`src/rtl/cp_ctx_pkg.sv`:
```
`timescale 1ns/1ps
package cp_ctx_pkg;
  localparam logic [1:0] A_CTRL    = 2'd0;
  localparam logic [1:0] A_SAVE    = 2'd1;
  localparam logic [1:0] A_RESTORE = 2'd2;

  localparam logic [7:0] CODE_EMPTY       = 8'h00;
  localparam logic [7:0] CODE_NOTRDY      = 8'h01;
  localparam logic [7:0] CODE_INVALID     = 8'h02;
  localparam logic [7:0] CODE_FIRST_VALID = 8'h03;

  typedef enum logic [1:0] {M_NULL, M_LIVE, M_LOAD} mode_e;
  typedef enum logic [1:0] {SV_IDLE, SV_RSV, SV_DATA} save_ph_e;
  typedef enum logic [1:0] {RS_EMPTY, RS_VALID, RS_INVALID} rs_stat_e;
  typedef enum logic [1:0] {FK_EMPTY, FK_VALID, FK_BAD} fmt_kind_e;

  function automatic logic [31:0] fmt_word(input logic [7:0] code, input logic [7:0] len);
    return {code, len, 16'h0000};
  endfunction
endpackage

```
`src/rtl/cp_ctx_fmt_check.sv`:
```
`timescale 1ns/1ps
module cp_ctx_fmt_check
  import cp_ctx_pkg::*;
#(
  parameter int unsigned FRAME_BYTES = 16
) (
  input  logic [15:0] hdr_i,
  output fmt_kind_e   kind_o
);
  localparam logic [7:0] LEN = 8'(FRAME_BYTES);

  always_comb begin
    if (hdr_i[15:8] == CODE_EMPTY)
      kind_o = FK_EMPTY;
    else if (hdr_i[15:8] >= CODE_FIRST_VALID && hdr_i[7:0] == LEN)
      kind_o = FK_VALID;
    else
      kind_o = FK_BAD;
  end
endmodule

```
`src/rtl/cp_ctx_store.sv`:
```
`timescale 1ns/1ps
module cp_ctx_store #(
  parameter int unsigned WORDS = 4,
  parameter int unsigned DW    = 32,
  localparam int unsigned IW   = (WORDS > 1) ? $clog2(WORDS) : 1
) (
  input  logic          clk_i,
  input  logic          rst_ni,
  input  logic          clr_i,
  input  logic          we_i,
  input  logic [IW-1:0] widx_i,
  input  logic [DW-1:0] wdata_i,
  input  logic [IW-1:0] ridx_i,
  output logic [DW-1:0] rdata_o
);
  logic [WORDS*DW-1:0] flat;

  for (genvar i = 0; i < WORDS; i++) begin : g_word
    logic [DW-1:0] q;
    always_ff @(posedge clk_i or negedge rst_ni) begin
      if (!rst_ni)                            q <= '0;
      else if (clr_i)                         q <= '0;
      else if (we_i && widx_i == IW'(i))      q <= wdata_i;
    end
    assign flat[i*DW +: DW] = q;
  end

  always_comb begin
    rdata_o = '0;
    for (int k = 0; k < WORDS; k++)
      if (ridx_i == IW'(k)) rdata_o = flat[k*DW +: DW];
  end
endmodule

```
`src/rtl/cp_ctx_resp.sv`:
```
`timescale 1ns/1ps
module cp_ctx_resp
  import cp_ctx_pkg::*;
#(
  parameter int unsigned FRAME_WORDS = 4,
  parameter logic [7:0]  VALID_CODE  = 8'h21
) (
  input  logic        clk_i,
  input  logic        rst_ni,
  input  logic [1:0]  addr_i,
  input  logic        rd_i,
  input  logic        wr_i,
  input  logic [31:0] wdata_i,
  input  logic        busy_i,
  output logic        ready_o,
  output logic [31:0] rdata_o
);
  localparam int unsigned FRAME_BYTES = FRAME_WORDS * 4;
  localparam int unsigned IW          = (FRAME_WORDS > 1) ? $clog2(FRAME_WORDS) : 1;
  localparam logic [IW-1:0] LAST      = IW'(FRAME_WORDS - 1);
  localparam logic [7:0]  LEN         = 8'(FRAME_BYTES);
  localparam logic [31:0] W_EMPTY     = fmt_word(CODE_EMPTY, 8'h00);
  localparam logic [31:0] W_NOTRDY    = fmt_word(CODE_NOTRDY, 8'h00);
  localparam logic [31:0] W_INVALID   = fmt_word(CODE_INVALID, 8'h00);
  localparam logic [31:0] W_VALID     = fmt_word(VALID_CODE, LEN);

  mode_e    mode_q, mode_d;
  save_ph_e sv_ph_q, sv_ph_d;
  rs_stat_e rs_stat_q, rs_stat_d;
  logic [IW-1:0] sv_idx_q, sv_idx_d, ld_idx_q, ld_idx_d;
  logic [7:0]    rs_code_q, rs_code_d;
  logic [31:0]   rd_word, st_rdata;
  logic          st_we, st_clr;
  fmt_kind_e     kind;

  cp_ctx_fmt_check #(.FRAME_BYTES(FRAME_BYTES)) u_fmt (
    .hdr_i  (wdata_i[31:16]),
    .kind_o (kind)
  );

  cp_ctx_store #(.WORDS(FRAME_WORDS), .DW(32)) u_store (
    .clk_i   (clk_i),
    .rst_ni  (rst_ni),
    .clr_i   (st_clr),
    .we_i    (st_we),
    .widx_i  (ld_idx_q),
    .wdata_i (wdata_i),
    .ridx_i  (sv_idx_q),
    .rdata_o (st_rdata)
  );

  always_comb begin
    mode_d    = mode_q;
    sv_ph_d   = sv_ph_q;
    sv_idx_d  = sv_idx_q;
    ld_idx_d  = ld_idx_q;
    rs_stat_d = rs_stat_q;
    rs_code_d = rs_code_q;
    rd_word   = '0;
    st_we     = 1'b0;
    st_clr    = 1'b0;

    // an operation running from the empty state makes the context live
    if (mode_q == M_NULL && busy_i) mode_d = M_LIVE;

    if (rd_i) begin
      unique case (addr_i)
        A_SAVE: begin
          if (mode_q == M_LOAD) begin
            rd_word = W_INVALID;
          end else begin
            unique case (sv_ph_q)
              SV_RSV: begin
                rd_word = '0;
                sv_ph_d = SV_IDLE;
              end
              SV_DATA: begin
                rd_word = st_rdata;
                if (sv_idx_q == LAST) begin
                  sv_ph_d  = SV_IDLE;
                  sv_idx_d = '0;
                end else begin
                  sv_idx_d = sv_idx_q + 1'b1;
                end
              end
              default: begin
                if (mode_q == M_NULL) begin
                  rd_word = W_EMPTY;
                  sv_ph_d = SV_RSV;
                end else if (busy_i) begin
                  rd_word = W_NOTRDY;
                end else begin
                  rd_word  = W_VALID;
                  sv_ph_d  = SV_DATA;
                  sv_idx_d = '0;
                end
              end
            endcase
          end
        end
        A_RESTORE: begin
          if (rs_stat_q == RS_INVALID)   rd_word = W_INVALID;
          else if (busy_i)               rd_word = W_NOTRDY;
          else if (rs_stat_q == RS_VALID) rd_word = fmt_word(rs_code_q, LEN);
          else                           rd_word = W_EMPTY;
        end
        default: rd_word = '0;
      endcase
    end

    if (wr_i) begin
      unique case (addr_i)
        A_CTRL: begin
          if (wdata_i[0]) begin
            sv_ph_d  = SV_IDLE;
            sv_idx_d = '0;
            if (mode_q == M_LOAD) begin
              mode_d    = M_NULL;
              ld_idx_d  = '0;
              st_clr    = 1'b1;
              rs_stat_d = RS_EMPTY;
            end
          end
        end
        A_RESTORE: begin
          sv_ph_d  = SV_IDLE;
          sv_idx_d = '0;
          if (mode_q == M_LOAD) begin
            st_we = 1'b1;
            if (ld_idx_q == LAST) begin
              mode_d   = M_LIVE;
              ld_idx_d = '0;
            end else begin
              ld_idx_d = ld_idx_q + 1'b1;
            end
          end else begin
            unique case (kind)
              FK_EMPTY: begin
                mode_d    = M_NULL;
                st_clr    = 1'b1;
                rs_stat_d = RS_EMPTY;
              end
              FK_VALID: begin
                mode_d    = M_LOAD;
                ld_idx_d  = '0;
                rs_stat_d = RS_VALID;
                rs_code_d = wdata_i[31:24];
              end
              default: rs_stat_d = RS_INVALID;
            endcase
          end
        end
        default: ;
      endcase
    end
  end

  always_ff @(posedge clk_i or negedge rst_ni) begin
    if (!rst_ni) begin
      mode_q    <= M_NULL;
      sv_ph_q   <= SV_IDLE;
      sv_idx_q  <= '0;
      ld_idx_q  <= '0;
      rs_stat_q <= RS_EMPTY;
      rs_code_q <= '0;
      ready_o   <= 1'b0;
      rdata_o   <= '0;
    end else begin
      mode_q    <= mode_d;
      sv_ph_q   <= sv_ph_d;
      sv_idx_q  <= sv_idx_d;
      ld_idx_q  <= ld_idx_d;
      rs_stat_q <= rs_stat_d;
      rs_code_q <= rs_code_d;
      ready_o   <= rd_i | wr_i;
      rdata_o   <= rd_word;
    end
  end
endmodule

```
`config.mk`:
```
export PLATFORM = sky130hd
export DESIGN_NAME = cp_ctx_resp
export DESIGN_NICKNAME = d
export VERILOG_FILES = /design/src/rtl/cp_ctx_pkg.sv /design/src/rtl/cp_ctx_fmt_check.sv /design/src/rtl/cp_ctx_store.sv /design/src/rtl/cp_ctx_resp.sv
export SDC_FILE = /design/constraint.sdc
export NUM_CORES = 1
export LEC_CHECK = 0
export ABC_AREA = 1
export ABC_CLOCK_PERIOD_IN_PS = 1850
export BUFFER_PORTS_ARGS = -buffer_cell sky130_fd_sc_hd__buf_2
export CAP_MARGIN = 10
export CORE_MARGIN = 2
export CORE_UTILIZATION = 35
export CTS_CLUSTER_SIZE = 16
export DETAILED_ROUTE_END_ITERATION = 10
export PLACE_DENSITY = 0.51
export SETUP_SLACK_MARGIN = 0.15
export SLEW_MARGIN = 30
export SYNTH_ARGS = -nofsm -noshare
export SYNTH_HDL_FRONTEND = slang
export SYNTH_SLANG_ARGS = --single-unit
```
`constraint.sdc`:
```
create_clock -name clk_i -period 1.85 [get_ports clk_i]
set_input_delay 0.185 -clock clk_i [delete_from_list [all_inputs] [get_ports clk_i]]
set_output_delay 0.185 -clock clk_i [all_outputs]
set_load 0.005 [all_outputs]
```
==> impl_metrics.tcl <==
set metrics [dict create \
    status "completed" \
    hpwl_um 15140 \
    power.leakage_nw 5.765 \
    drv_slew 0 \
    drv_cap 0 \
    numPortBuffers 71 \
    postSynth.topFlopCell "dfrtp_1" \
    start_util_pct 35.73 \
    layoutNonFillerInstCount 1532 \
    top_layer "met4" \
    fin_area_um2 10550 \
    fillCellCount 2428 \
    ant_nets 0 \
    endpoint_kind "flop" \
    drt-met1-wl_um 11680 \
    synth_top_area_share_pct 53.25 \
    yosys_warnings 0 \
    synthArstFlopShare_pct 100.0 \
    setup_viol 0 \
    die_x_um 159.0 \
    holdPathStages 3 \
    ff_latch_area_um2 4482 \
    vias_per_cell 4.719 \
    finalNetCount 1252 \
    met3_length_um 1086 \
    layout_min_cycle_time_ps 1683 \
    r2r-start "mode_q[0]" \
    hold_end "rs_code_q[3]" \
    grt_pass1_wl_um 38590 \
    grtUsageTotal_pct 19.25 \
    finalPower_mw 8.403 \
    worst_slew_pin_slew_ps 503.2 \
    clkSinkCount 179 \
    cts_made_buffers 17 \
    grt_max_degree 53 \
    power.density_nw_per_um2 796.7 \
    cp.required_ps 2220 \
    vias 7229 \
    muxShareOfSynthArea_pct 0 \
    tns_ps 0 \
    synth-seq-area-share_pct 53.25 \
    rows 56 \
    grt_pass1_vias 7065 \
    hold_viol 0 \
    slowest_delay_ps 410 \
    netlist_top_cells_count "507 x nand2_1, 179 x dfrtp_1, 72 x o21ai_0" \
    ioPinCount 72 \
    yosys.area.top_type "dfrtp_1" \
    worstSkewPairLatency_ps 430 \
    cp-start-kind "flop" \
    wl_met2_um 11450 \
    rsz0062_at_grt "yes" \
    synth_edf_count 0 \
    core_um2 23540 \
    synth_top_family_by_area "simple AND/OR/NAND/NOR gates" \
    cts_tree "built" \
    grt-ovfl-total 0 \
    syn-num-nets 1147 \
    fin_skew_ps 11.76 \
    drive_gt1_share_pct 18.63 \
    slowest_stage "dfrtp_1" \
    drc 0 \
    finalCoreUtilization_pct 44.80 \
    path_max_fanout 16 \
    clkTransAtPathRegs_ps 70 \
    yosysMostFrequentCell "nand2_1" \
    area_growth_pct 25.38 \
    worstSetupPathType "flop to flop" \
    hold_class "input port to flop" \
    cts_root_buf "clkbuf_16" \
    max_freq_mhz 594.3 \
    multi_input_area_um2 3590 \
    drt-wirelength-per-cell_um 16.05 \
    path_cells "buf_6 > nor2_4 > nor3_2 > nand2_2 > nand2_4 > nor2_4 > clkbuf_16 > nand2_1 > nand2_1" \
    ys_ff_latch 179 \
    r2r_slack_ps 170 \
    die-area_um2 25290 \
    ir_drop_mv 0.5069 \
    htreeDepth 4 \
    synth_cell_types 23 \
    synth.area.top_cells "dfrtp_1 53%, nand2_1 23%, o21ai_0 4.3%" \
    arrival_ps 2060 \
    synth-simple-area-share_pct 29.94 \
    r2r_end "u_store.g_word[2].q[23]" \
    num_antenna_cells 0 \
    synth-xor-area-share_pct 0 \
    die_h_um 159.0 \
    placed_cell_area_um2 9418 \
    wirelength_um 24600 \
    clockBufferDepth 2 \
    worst-r2r-cell-count 9 \
    synth-compound-area-share_pct 8.687 \
    syn_inst 1095 \
    period_share_pct 90.95 \
    slew_headroom_pct 66.46 \
    worst_hold_startpoint "wdata_i[27]" \
    drt_iter0_drc 513 \
    netlist_area_um2 8412 \
    syn_avg_cell_area_um2 7.682 \
    firstDrtPassIters 5 \
    antenna_found_initial 0 \
    place_congestion 0.8280 \
    dp.cells 1476 \
    synth_adder_area_share_pct 1.934 \
]
critical path, delay by kind of cell (launching register included):
family / cells / cell delay [ps]
buffers and inverters: 2 / 390
flip-flops: 1 / 410
AND/OR/NAND/NOR: 7 / 820
metrics by stage:
step	hold slack [ps]	worst slack [ps]
floorplan	-110.6	178.5
global placement	200.2	118.8
detailed placement	199.4	93.45
CTS	33.19	119.8
global route	75.63	77.82
finish	86.04	167.4
metal layers:
| metal | vias up | global-route usage [%] |
|---|---|---|
| met5 | - | 0 |
| met3 | 25 | 2.709 |
| li1 | 3612 | - |
| met4 | 0 | 5.661 |
| met1 | 3419 | 26.52 |
| met2 | 173 | 31.72 |
how the worst max path moves through the flow:
stage / start / end / slack (ps) / cells after the start
after floorplan: sv_idx_q[0] / rdata_o[10] / 180 / 7
after global placement: sv_idx_q[0] / rdata_o[2] / 120 / 8
after detailed placement: addr_i[0] / u_store.g_word[1].q[8] / 90 / 11
after CTS: sv_ph_q[0] / rdata_o[23] / 120 / 8
after global routing: sv_ph_q[1] / rdata_o[13] / 80 / 8
final: mode_q[0] / u_store.g_word[2].q[23] / 170 / 9
registers in the layout, summed over array words and instances (netlist names):
register	flops
sv_idx_q	2
rdata_o	32
rs_stat_q	2
ready_o	1
u_store.g_word.q	128
sv_ph_q	2
rs_code_q	8
ld_idx_q	2
mode_q	2
repair_timing:
action,in CTS,in global routing
hold buffers,1,0
endpoints found under the setup margin,12,143
cloned,2,5
pin swaps,3,6
buffers inserted,6,10
gates resized for setup,9,72
hold endpoints to repair,48,0
power breakdown:
part / switching (mW) / internal, mW
clock: 1.58 / 2.11
combinational: 0.411 / 0.244
sequential: 0.0533 / 4.01
logic make-up after synthesis:
logic type      count (synthesis)
flops                         179
fa+ha+maj                      13
compound gates                145
simple gates                  633
buf+inv                       125
area by class of cell:
type,instances,area share (%)
sequential,179,42.50
inverter,72,2.657
timing repair buffer,138,11.38
multi-input combinational,792,34.04
clock buffer,22,4.496
clock inverter,10,1.151
tap,319,3.785
cells in the final DEF (no fill, tap or decap), types with 9 or more instances in the layout:
cell type  instances
a21oi_1           65
buf_12            14
buf_2             70
buf_4             35
buf_6             10
clkbuf_16         21
dfrtp_1          177
ha_1               9
inv_1             65
nand2_1          506
nand3_1           35
nor2_1            41
nor2_2            24
nor2_4            11
o21ai_0           59
o21ai_1           14
Note: power is estimated with default switching activity, not from simulation.
